[config.mk]
export PLATFORM = sky130hd
export DESIGN_NAME = decim_seq
export DESIGN_NICKNAME = d
export VERILOG_FILES = /design/src/rtl/decim_pkg.sv /design/src/rtl/decim_ctrl.sv /design/src/rtl/decim_data.sv /design/src/rtl/decim_seq.sv
export SDC_FILE = /design/constraint.sdc
export NUM_CORES = 1
export LEC_CHECK = 0
export BUFFER_PORTS_ARGS = -buffer_cell sky130_fd_sc_hd__buf_4
export CAP_MARGIN = 40
export CORE_AREA = 2 2 102 104
export CTS_CLUSTER_SIZE = 30
export DETAILED_ROUTE_END_ITERATION = 6
export DIE_AREA = 0 0 104 106
export PLACE_DENSITY_LB_ADDON = 0.05
export RECOVER_POWER = 25
export SLEW_MARGIN = 40
export SYNTH_ARGS = -nofsm -noshare
export SYNTH_HDL_FRONTEND = slang
export SYNTH_SLANG_ARGS = --single-unit
[constraint.sdc]
create_clock -name clk -period 2.27 [get_ports clk]
set_input_delay 0.454 -clock clk [delete_from_list [all_inputs] [get_ports clk]]
set_output_delay 0.454 -clock clk [all_outputs]
set_load 0.005 [all_outputs]
[src/rtl/decim_pkg.sv]
package decim_pkg;
  parameter int CHANS = 6;
  parameter int WORDW = 10;
  localparam int IDXW = $clog2(CHANS);
  localparam int OUTW = CHANS * WORDW;

  typedef struct packed {
    logic            loadEn;
    logic [IDXW-1:0] loadIdx;
    logic            xferEn;
  } seqStrb_t;
endpackage

[src/rtl/decim_ctrl.sv]
module decim_ctrl
  import decim_pkg::*;
(
  input  logic     clk,
  input  logic     rstN,
  input  logic     pixClk,
  input  logic     edgeSel,
  input  logic     startIn,
  input  logic     xferIn,
  input  logic     dirSel,
  input  logic     stbyIn,
  output seqStrb_t strb,
  output logic     busy
);
  localparam logic [IDXW-1:0] LAST = IDXW'(CHANS - 1);

  logic [2:0]      pixSync;
  logic            pixRise, pixFall, actEdge;
  logic            busyR, dirR, xferPend;
  logic [IDXW-1:0] cnt;

  // two synchroniser flops plus one history flop for edge detection
  always_ff @(posedge clk) begin
    if (!rstN) pixSync <= '0;
    else       pixSync <= {pixSync[1:0], pixClk};
  end

  assign pixRise = pixSync[1] & ~pixSync[2];
  assign pixFall = ~pixSync[1] & pixSync[2];
  assign actEdge = edgeSel ? pixRise : pixFall;

  always_ff @(posedge clk) begin
    if (!rstN) begin
      busyR    <= 1'b0;
      dirR     <= 1'b0;
      cnt      <= '0;
      xferPend <= 1'b0;
    end else if (!stbyIn) begin
      if (actEdge) begin
        if (startIn) begin
          busyR <= 1'b1;
          cnt   <= '0;
          dirR  <= dirSel;
        end else if (busyR) begin
          if (cnt == LAST) begin
            busyR <= 1'b0;
            cnt   <= '0;
          end else begin
            cnt <= cnt + 1'b1;
          end
        end
      end
      if (pixRise) xferPend <= xferIn;
    end
  end

  always_comb begin
    strb.loadEn  = actEdge & busyR & ~startIn & ~stbyIn;
    strb.loadIdx = dirR ? (LAST - cnt) : cnt;
    strb.xferEn  = pixRise & xferPend & ~stbyIn;
  end

  assign busy = busyR;
endmodule

[src/rtl/decim_data.sv]
module decim_data
  import decim_pkg::*;
(
  input  logic             clk,
  input  logic             rstN,
  input  seqStrb_t         strb,
  input  logic [WORDW-1:0] dataIn,
  input  logic             invIn,
  output logic [OUTW-1:0]  chanOut,
  output logic [CHANS-1:0] polOut
);
  for (genvar i = 0; i < CHANS; i++) begin : gChan
    logic [WORDW-1:0] loadWord, outWord;
    logic             loadPol, outPol;

    always_ff @(posedge clk) begin
      if (!rstN) begin
        loadWord <= '0;
        loadPol  <= 1'b0;
        outWord  <= '0;
        outPol   <= 1'b0;
      end else begin
        if (strb.loadEn && strb.loadIdx == IDXW'(i)) begin
          loadWord <= dataIn;
          loadPol  <= invIn;
        end
        if (strb.xferEn) begin
          outWord <= loadWord;
          outPol  <= loadPol;
        end
      end
    end

    assign chanOut[i*WORDW +: WORDW] = outWord;
    assign polOut[i] = outPol;
  end
endmodule

[src/rtl/decim_seq.sv]
module decim_seq
  import decim_pkg::*;
(
  input  logic             clk,
  input  logic             rstN,
  input  logic             pixClk,
  input  logic [WORDW-1:0] dataIn,
  input  logic             startIn,
  input  logic             xferIn,
  input  logic             dirSel,
  input  logic             edgeSel,
  input  logic             invIn,
  input  logic             stbyIn,
  output logic [OUTW-1:0]  chanOut,
  output logic [CHANS-1:0] polOut,
  output logic             busy
);
  seqStrb_t strb;

  decim_ctrl u_ctrl (
    .clk(clk), .rstN(rstN), .pixClk(pixClk), .edgeSel(edgeSel),
    .startIn(startIn), .xferIn(xferIn), .dirSel(dirSel), .stbyIn(stbyIn),
    .strb(strb), .busy(busy)
  );

  decim_data u_data (
    .clk(clk), .rstN(rstN), .strb(strb), .dataIn(dataIn), .invIn(invIn),
    .chanOut(chanOut), .polOut(polOut)
  );
endmodule

==> results.txt <==
The tools report the root buffer cell as clkbuf_8. Detailed placement ended at an HPWL of 7.75 mm. The number of setup buffers added after CTS was 0; the total clock sinks was 141. The logs give 0.50 ns for the insertion delay of the later-clocked pin in the worst-skew pair and 0 for the number of design rule violations left after detail routing.

The run gives 0.358 ns as the slack of the critical path. The library cell used most frequently in the layout, excluding fill and tap cells, is nand2_1. In the final design database the tool counted 675 nets. The number of warnings issued by yosys came out at 0. Tracing the worst setup path back leads to its startpoint at u_ctrl.cnt[1]. Following the worst setup path forward leads to its endpoint at u_data.gChan[0].loadWord[9]. The gate count after technology mapping is 583, and the slew at the pin with the worst max-slew slack is 1.14 ns.

Entering global routing, the biggest net connects 64 pins. The class of the tightest hold or removal check was in -> reg. The worst setup path is captured at a flop. The tools report the net count after synthesis as 604. The synthesized design contains 141 register bits. The first TritonRoute pass finished after 5 iterations. The tools report the total number of placement rows as 37. In this run the standard cell core region covers 0.0100 sq mm.

The post-synthesis instance area was 0.00542 sq mm; the clock transition at the register clock pins on the worst setup and hold paths after CTS was 0.06 ns. dfxtp_1 takes more of the synthesized area than any other cell. Setup repair after global routing left no endpoint under its margin. The fraction of layout cells with a size suffix above 1 came out at 0.207.

The count of final max-slew check failures came out at 0. The run gives 2.32 ns as the arrival time at the worst endpoint. Hold repair after CTS inserted 0 buffers.

Number of resized instances in the post-cts repair step: 0. From bottom edge to top edge, the die measures 106 um. Counting flops with a built-in enable in the synthesized netlist gives 0. Number of global-route vias before repair: 3903. The top-area cell type share of the netlist area is 0.521. The clock period minus worst slack came out at 1.91 ns. Sorting the synthesized cells by area gives the leading types as dfxtp_1 (52%), nand2_1 (15%), mux2i_1 (13%). STA classifies the critical path startpoint as a flop. The maximum clock skew at final layout was 0.00872 ns. The logs give 0.810 for the final weighted congestion of routability-driven global placement and 0.238 for the headroom to the max-slew limit. Summing all placed instances gives a cell area of 0.00607 sq mm.

The count of buffers added on input and output ports is 85. The logs give 86 for the top-level I/O count and 2 for the maximum buffer depth of the clock tree. Among all flip-flop cells after synthesis, the most frequent one is dfxtp_1.

The endpoint of the lowest-slack register-to-register path was u_data.gChan[0].loadWord[9]. The logs give 523 MHz for the fmax and 2.68 ns for the required time at the endpoint of the critical path. The run finished with clean final reports. The logs give 771 for the number of placed cells counting well taps and 19.2 mm for the first-pass GRT wire length. The part of the cycle the worst path needs came out at 0.842. The startpoint identified for the worst register-to-register timing path is u_ctrl.cnt[1].

The finished cells cover 0.00667 sq mm. Max-cap violations in this run came to 0. Clock tree synthesis inserted a total of 17 buffers. The per-instance average area after synthesis came out at 9.29 sq um. For the flop-to-flop setup slack, the log shows 0.36 ns.

The worst-case IR drop observed on VDD is 0.000448 V. Dividing the detail-routed wire length by the instance count gives 14.8 um. Counting cells, the worst reg-to-reg path comes to 5. The overall fraction of global-route tracks in use is 0.220.

In the layout the commonest cells are nand2_1 (218), dfxtp_1 (141), mux2i_1 (68). The number of hold violations in the final report is 0. The number of diodes was 0; the number of routed nets with antenna violations was 0. The worst setup path is of the reg -> reg kind. Setup violations remaining at the end of the flow were counted as 0. The finished layout holds 802 standard cells, fillers aside. The total via count after detailed routing is 4099, and the highest net fanout along the worst path is 11. Before CTS, the worst setup slack after placement is 0.183 ns. In this run the static leakage power is 2.48 nW. The tools report the total congestion overflow as 0. The total wire length after detailed routing was 11.8 mm; the total number of H-tree levels was 4. Synthesis instantiated 35 different standard cells from the library. The horizontal die dimension is 104 um. Count of routing violations after the opening detailed-route iteration: 134. Relative to the synthesized area, the layout overhead comes to 23.2%. The async set-reset flop share out of synthesis came out at 0. The final total negative setup slack is 0 ns, and the proportion of synthesized chip area in sequential cells is 0.521. Hold is met by 0.160 ns.

For the number of antenna violations at the first check in global routing, the log shows 0. The tools report the initial core utilization as 0.542. TritonCTS built the clock tree. Dividing the detail-routed via count by the number of cells gives 5.11. In this run the power density over the cells is 807 mW/mm^2. The floorplan step defined a die boundary enclosing 0.0110 sq mm.
==> cell families after synthesis <==
group                      count (synthesis)  synth area share
buffers and inverters                     47            0.0488
and+or+nand+nor                          244             0.185
adders and majority gates                  2           0.00462
DFF                                      141             0.521
AOI/OAI and AO/OA                         81             0.115
muxes                                     68             0.126
==> Yosys cell counts, types with 2 or more instances <==
cell type and number:
buf_6 3, nor2b_1 3, nand2_1 219, o21ai_0 3, buf_2 5, nor2_1 4, buf_12 2, clkbuf_1 28
nand3b_1 3, o22ai_1 2, ha_1 2, nand3_1 2, mux2i_1 68, a21oi_1 2, inv_1 2, dfxtp_1 141
and3_4 2, buf_4 7, a21boi_0 67, and2_1 3
==> worst min path at each step <==
stage / end / from / slack (ns) / cells past startpoint
CTS: u_ctrl.pixSync[0] / pixClk / 0.14 / 2
detailed placement: u_ctrl.pixSync[1] / u_ctrl.pixSync[0] / 0.43 / 1
finish: u_ctrl.pixSync[0] / pixClk / 0.16 / 2
global route: u_ctrl.pixSync[0] / pixClk / 0.15 / 2
global placement: u_ctrl.pixSync[1] / u_ctrl.pixSync[0] / 0.42 / 1
floorplan: u_ctrl.pixSync[1] / u_ctrl.pixSync[0] / 0.41 / 1
==> layer usage <==
layer  track usage  up-vias  wire, um
met5             0        -         0
met3        0.0429       19       480
li1              -     2050         -
met4        0.0985        0       225
met1         0.280     1934      5510
met2         0.366       96      5630
==> metrics by stage <==
step	utilization	total power [mW]
finish	0.667	5.38
global route	0.667	5.53
global placement	0.607	2.67
detailed placement	0.607	2.67
CTS	0.668	5.42
floorplan	-	2.60
==> report_power, final <==
part / internal, mW / total (mW) / leakage, nW / switching [mW]
clock network: 1.74 / 2.77 / 0.279 / 1.03
registers: 2.48 / 2.48 / 1.14 / 0.00237
logic: 0.0480 / 0.132 / 1.06 / 0.0843
==> state kept, by name (all words and copies together), names as in the netlist, 3 cells and up <==
signal,cells
u_ctrl.pixSync,3
u_data.gChan.outWord,60
u_data.gChan.loadWord,60
u_data.gChan.outPol,6
u_ctrl.cnt,3
u_data.gChan.loadPol,6
==> critical path: stages (launching register included) <==
cell	delay [ns]
dfxtp_1	0.38
or4b_1	0.57
a21o_2	0.25
nor2b_1	0.13
buf_4	0.24
mux2i_1	0.25
==> area by class of cell <==
class,count,area [sq um]
flip-flops and latches,141,2820
clock buffers,19,442
inverters,2,7.51
fillers,853,3330
multi-input cells,395,2330
well taps,136,170
repair buffers,97,732
clock inverters,12,163
Power figures use the tool's default switching activity.
